==> src/rtl/wbuf_pkg.sv <==
package wbuf_pkg;

  typedef enum logic {
    DRAIN_IN_ORDER  = 1'b0,
    DRAIN_ANY_ORDER = 1'b1
  } drain_mode_e;

endpackage

==> src/rtl/wbuf_pick.sv <==
// Returns the index of the oldest set candidate bit; zero when none is set.
module wbuf_pick #(
  parameter int DEPTH = 8,
  parameter int IW    = $clog2(DEPTH)
) (
  input  logic [DEPTH-1:0] cand,
  output logic [IW-1:0]    idx
);
  always_comb begin
    idx = '0;
    for (int i = DEPTH - 1; i >= 0; i--) begin
      if (cand[i]) idx = IW'(i);
    end
  end
endmodule

==> src/rtl/wbuf_search.sv <==
// Youngest-match search over age-ordered entries (index 0 oldest).
module wbuf_search #(
  parameter int DEPTH = 8,
  parameter int AW    = 32,
  parameter int DW    = 32
) (
  input  logic [DEPTH-1:0] live,
  input  logic [AW-1:0]    ent_addr [DEPTH],
  input  logic [DW-1:0]    ent_data [DEPTH],
  input  logic [AW-1:0]    key,
  output logic             hit,
  output logic [DW-1:0]    data
);
  always_comb begin
    hit  = 1'b0;
    data = '0;
    for (int i = 0; i < DEPTH; i++) begin
      if (live[i] && ent_addr[i] == key) begin
        hit  = 1'b1;
        data = ent_data[i];
      end
    end
  end
endmodule

==> src/rtl/wbuf_top.sv <==
module wbuf_top
  import wbuf_pkg::*;
#(
  parameter int          DEPTH = 8,
  parameter int          AW    = 32,
  parameter int          DW    = 32,
  parameter drain_mode_e MODE  = DRAIN_IN_ORDER
) (
  input  logic          clk,
  input  logic          rst_n,
  input  logic          st_valid,
  output logic          st_ready,
  input  logic [AW-1:0] st_addr,
  input  logic [DW-1:0] st_data,
  input  logic          st_hint,
  input  logic [AW-1:0] ld_addr,
  output logic          ld_hit,
  output logic [DW-1:0] ld_data,
  input  logic          fence_req,
  output logic          fence_stall,
  output logic          cw_valid,
  input  logic          cw_ready,
  output logic [AW-1:0] cw_addr,
  output logic [DW-1:0] cw_data
);
  localparam int CW = $clog2(DEPTH + 1);
  localparam int IW = $clog2(DEPTH);

  // Age-ordered storage: slot 0 is the oldest, slots below cnt_q are live.
  logic [AW-1:0]    addr_q [DEPTH];
  logic [DW-1:0]    data_q [DEPTH];
  logic [DEPTH-1:0] hint_q;
  logic [AW-1:0]    addr_d [DEPTH];
  logic [DW-1:0]    data_d [DEPTH];
  logic [DEPTH-1:0] hint_d;
  logic [CW-1:0]    cnt_q, cnt_rem;
  logic [DEPTH-1:0] live, cand;
  logic [IW-1:0]    pick_idx, sel_idx, hold_idx_q;
  logic             hold_q, drain, enq;

  always_comb begin
    for (int i = 0; i < DEPTH; i++) live[i] = CW'(i) < cnt_q;
  end

  // Drain policy: in-order mode offers no candidates, so slot 0 is chosen.
  assign cand = (MODE == DRAIN_ANY_ORDER) ? (live & hint_q) : '0;

  wbuf_pick #(.DEPTH(DEPTH), .IW(IW)) u_pick (
    .cand (cand),
    .idx  (pick_idx)
  );

  // A choice presented under back-pressure is kept until accepted.
  assign sel_idx  = hold_q ? hold_idx_q : pick_idx;
  assign cw_valid = cnt_q != '0;
  assign cw_addr  = addr_q[sel_idx];
  assign cw_data  = data_q[sel_idx];

  wbuf_search #(.DEPTH(DEPTH), .AW(AW), .DW(DW)) u_search (
    .live     (live),
    .ent_addr (addr_q),
    .ent_data (data_q),
    .key      (ld_addr),
    .hit      (ld_hit),
    .data     (ld_data)
  );

  assign st_ready    = cnt_q != CW'(DEPTH);
  assign fence_stall = fence_req && cnt_q != '0;
  assign drain       = cw_valid && cw_ready;
  assign enq         = st_valid && st_ready;
  assign cnt_rem     = cnt_q - CW'(drain);

  // Next state per slot: close the gap left by a drain, then append.
  for (genvar g = 0; g < DEPTH; g++) begin : g_slot
    always_comb begin
      addr_d[g] = addr_q[g];
      data_d[g] = data_q[g];
      hint_d[g] = hint_q[g];
      if (CW'(g) < cnt_rem) begin
        if (drain && IW'(g) >= sel_idx) begin
          if (g < DEPTH - 1) begin
            addr_d[g] = addr_q[(g < DEPTH - 1) ? g + 1 : g];
            data_d[g] = data_q[(g < DEPTH - 1) ? g + 1 : g];
            hint_d[g] = hint_q[(g < DEPTH - 1) ? g + 1 : g];
          end
        end
      end else if (enq && CW'(g) == cnt_rem) begin
        addr_d[g] = st_addr;
        data_d[g] = st_data;
        hint_d[g] = st_hint;
      end
    end
  end

  always_ff @(posedge clk) begin
    for (int i = 0; i < DEPTH; i++) begin
      addr_q[i] <= addr_d[i];
      data_q[i] <= data_d[i];
    end
    hint_q <= hint_d;
  end

  always_ff @(posedge clk) begin
    if (!rst_n) begin
      cnt_q      <= '0;
      hold_q     <= 1'b0;
      hold_idx_q <= '0;
    end else begin
      cnt_q      <= cnt_rem + CW'(enq);
      hold_q     <= cw_valid && !cw_ready;
      hold_idx_q <= sel_idx;
    end
  end

  // A refused store must not grow the buffer.
  assert_no_overflow_R1: assert property (@(posedge clk) disable iff (!rst_n)
    (st_valid && !st_ready) |=> (cnt_q <= $past(cnt_q)));

  // Back-pressure on the cache port keeps the offered write steady.
  assert_cw_hold_R2: assert property (@(posedge clk) disable iff (!rst_n)
    (cw_valid && !cw_ready) |=> (cw_valid && $stable(cw_addr) && $stable(cw_data)));

  // Forwarding can only happen from a non-empty buffer.
  assert_fwd_live_R3: assert property (@(posedge clk) disable iff (!rst_n)
    ld_hit |-> cw_valid);

  // A fence releases only once nothing is left to drain.
  assert_fence_empty_R6: assert property (@(posedge clk) disable iff (!rst_n)
    (fence_req && !fence_stall) |-> !cw_valid);

endmodule

==> config.mk <==
export PLATFORM = sky130hd
export DESIGN_NAME = wbuf_top
export DESIGN_NICKNAME = d
export VERILOG_FILES = /design/src/rtl/wbuf_pkg.sv /design/src/rtl/wbuf_pick.sv /design/src/rtl/wbuf_search.sv /design/src/rtl/wbuf_top.sv
export SDC_FILE = /design/constraint.sdc
export NUM_CORES = 1
export LEC_CHECK = 0
export BUFFER_PORTS_ARGS = -buffer_cell sky130_fd_sc_hd__buf_4
export CAP_MARGIN = 20
export CORE_UTILIZATION = 55
export DETAILED_ROUTE_END_ITERATION = 7
export GPL_TIMING_DRIVEN = 1
export PLACE_DENSITY = 0.72
export RECOVER_POWER = 25
export SYNTH_ARGS = -nofsm -noshare
export SYNTH_HDL_FRONTEND = slang
export SYNTH_HIERARCHICAL = 1
export SYNTH_SLANG_ARGS = --single-unit
==> constraint.sdc <==
create_clock -name clk -period 22.3 [get_ports clk]
set_input_delay 0 -clock clk [delete_from_list [all_inputs] [get_ports clk]]
set_output_delay 0 -clock clk [all_outputs]
set_load 0.02 [all_outputs]
==> metrics.csv <==
stage,metric,value,unit
power,power.density,165,nW/um^2
power,combPwrFrac,47.7,%
clock_tree,ctsLongestPathBuffers,3,
floorplanning,fp-row-count,87,
floorplanning,die_area,58500,sq um
cells_and_area,layout_common_cells,"nand2_1 (551), edfxtp_1 (512), mux2_2 (327)",
floorplanning,initial_core_util,55.9,%
place,numPortBuffers,200,
timing,finalHoldViolCount,0,
cells_and_area,final_area,35400,sq um
status,violations,"DRC, capacitance limit, slew limit",
place,place_area,33600,sq um
detailed_routing,wirelength,111000,microns
clock_tree,cts-resized-gates,0,
status,status,"finished, violations left",
cells_and_area,fin_util,62.5,%
logic_synthesis,ys_ff_latch,520,
grt,grt_max_degree,181,
cells_and_area,final_common_cell,nand2_1,
logic_synthesis,synth_flop_cell,edfxtp_1,
timing,finalCritPeriodShare,39.0,%
detailed_routing,drc,1,
critical_path,critical_path_required,22.30,ns
cells_and_area,layout-drive-gt1-share,20.2,%
cells_and_area,seq_area,15500,sq um
clock_tree,clkSinkCount,520,
power,sequentialPowerShare,36.6,%
critical_path,cp.arrival,8.69,ns
floorplanning,core-area,56600,sq um
critical_path,critPathMaxFanout,117,
clock_tree,holdBufCountCts,66,
timing,rsz0062_at_grt,false,
power,clock_power_share,15.7,%
floorplanning,die_y,242,microns
logic_synthesis,yosysWarningCount,6,
logic_synthesis,synth.distinct_cells,79,
cells_and_area,synthToLayoutAreaGrowth,11.8,%
logic_synthesis,synth_top_area_cell,edfxtp_1,
detailed_routing,vias,26000,
clock_tree,cts-root-buf,clkbuf_16,
timing,tightest_slew,4.74,ns
grt,grtUsageTotal,36.6,%
clock_tree,numCtsBuffers,58,
cells_and_area,nFillCells,4543,
job,drv_cap,10,
logic_synthesis,synth_area,31700,sq um
detailed_routing,antenna_left,0,
min_path,min_path_type,in -> reg,
critical_path,crit_path_start_kind,flip-flop,
timing,fmax,0.115,GHz
power,intPower,3440,uW
logic_synthesis,synthCells,2827,
timing,setup_viol,0,
detailed_routing,wl_per_cell,29.1,microns
critical_path,critPathKind,reg -> out,
logic_synthesis,syn_avg_cell_area,11.2,sq um
grt,antenna_found_initial,7,
timing,slew_headroom,-216,%
clock_tree,cts_setup_buffers,0,
logic_synthesis,ys_top_cells_by_area,"edfxtp_1 (49%), mux2_2 (12%), nand2_1 (6.5%)",
clock_tree,clkLatencyLatePin,0.65,ns
logic_synthesis,async_reset_ff_share,0,%
timing,slew_violations,433,
logic_synthesis,synth_edf_count,512,
cells_and_area,nets,3105,
logic_synthesis,synth_top_area_share,48.6,%
clock_tree,htreeDepth,2,
clock_tree,clk_pin_slew_worst_paths,0.06,ns
detailed_routing,drt_iter0_markers,4013,
grt,grt_pass1_vias,24900,
place,dp.final_hpwl,65100,microns
detailed_routing,firstDrtPassIters,8,
grt,grt_pass1_wl,161000,microns
power,leakagePower,0.0123,uW
power,p_sw,2410,uW
timing,finalCriticalPeriod,8.69,ns
clock_tree,cts_tree,done,
floorplanning,ioPinCount,202,
detailed_routing,vias_per_cell,6.84,
power,sw_frac_of_total,41.2,%
critical_path,endpoint_kind,output port,
timing,finClkSkew,0.0371,ns
timing,setup_tns,0,ns
logic_synthesis,ys_seq_area_share,49.1,%
grt,grt.overflow.total,0,
place,gp_congestion,0.970,
cells_and_area,multi_input_area,15000,sq um
power,peakVddDrop,0.000154,V
floorplanning,fp.dieW,242,microns
==> cell usage after synthesis (4+ instances only) <==
cell type / number
buf_6: 4
mux2_4: 90
or2_1: 29
nor2b_1: 6
and3_1: 34
a221oi_1: 32
nand3_1: 45
nor2_1: 15
nor3_1: 9
nand2_1: 551
xnor2_1: 125
mux2i_1: 5
nor4_1: 35
dfxtp_1: 8
a21oi_1: 291
nand2b_1: 5
buf_4: 31
ha_1: 4
or4_1: 66
and2_1: 10
o22ai_1: 32
buf_2: 89
nand4_1: 63
o221ai_1: 33
buf_1: 6
or3_1: 4
edfxtp_1: 512
clkbuf_1: 83
inv_1: 10
o21ai_1: 32
mux2_1: 33
o32ai_1: 4
xor2_1: 132
mux2_2: 329
buf_12: 10
==> logic make-up (layout without fill, tap and decap cells) <==
group	Yosys count	in the layout	share of synthesized area, %
buffers and inverters	237	429	4.21
xor gates and xnor gates	257	257	7.11
DFF	520	520	49.1
other	1	30	0.0118
adders and majority gates	4	4	0.158
AOI/OAI and AO/OA	458	458	8.68
muxes	457	457	17.3
and+or+nand+nor	893	893	13.4
==> metal layers <==
| metal | vias up | global-route usage, % | share of wire (%) |
|---|---|---|---|
| met4 | 6 | 17.1 | 5.1 |
| met2 | 2137 | 54.7 | 44 |
| met1 | 12700 | 50.1 | 37 |
| met3 | 401 | 9.16 | 14 |
| met5 | - | 0 | 0.030 |
| li1 | 10800 | - | - |
==> power by group through the flow <==
stage | registers [uW] | logic [uW] | clock network, uW
3_5_place_dp | 2140 | 2760 | 0
3_3_place_gp | 2120 | 2720 | 0
4_1_cts | 2130 | 2790 | 921
6_report | 2140 | 2780 | 919
5_1_grt | 2190 | 2860 | 954
2_1_floorplan | 2080 | 1990 | 0
==> path summary, 6_finish.rpt <==
check	cells past startpoint	start	slack [ns]	end
worst min register to register	1	data_q[155]$_DFFE_PP_	0.58	data_q[187]$_DFFE_PP_
worst max register to register	10	cnt_q[3]$_SDFF_PN0_	14.87	data_q[196]$_DFFE_PP_
worst max-delay path	6	hold_q$_SDFF_PN0_	13.61	cw_addr[0]
worst min-delay path	4	st_valid	0.08	cnt_q[0]$_SDFF_PN0_
==> final cells by class <==
| cell class | count | area share [%] |
|---|---|---|
| Clock inverter | 34 | 0.732 |
| Timing Repair Buffer | 314 | 5.82 |
| Clock buffer | 70 | 4.29 |
| Inverter | 11 | 0.117 |
| Tap cell | 756 | 2.67 |
| Multi-Input combinational cell | 2094 | 42.4 |
| Antenna cell | 5 | 0.0354 |
| Sequential cell | 520 | 43.9 |
==> registers in the layout, indices dropped and copies added (netlist names) <==
signal and count:
cnt_q 4, hold_idx_q 3, data_q 256, hold_q 1
addr_q 256
==> critical path: stages (launching register included) <==
cell and delay [ns]:
dfxtp_1 0.68, mux2_1 3.47, clkbuf_1 2.87, nand2_1 0.25
a21oi_1 0.31, or4_1 0.20, clkbuf_1 0.24
==> metrics by stage <==
| step | setup slack, ns | hold WS (ns) | total power (uW) | std cells |
|---|---|---|---|---|
| 5_1_grt | 13.21 | 0.0747 | 6000 | 3801 |
| 3_5_place_dp | 16.65 | 0.239 | 4910 | 3626 |
| 4_1_cts | 16.65 | 0.0513 | 5840 | 3796 |
| 6_report | 13.61 | 0.0822 | 5840 | 3804 |
| 2_1_floorplan | 14.18 | 0.0989 | 4070 | 2851 |
| 3_3_place_gp | 16.70 | 0.238 | 4840 | 3626 |
No activity file was read; power rests on OpenSTA's default activity.
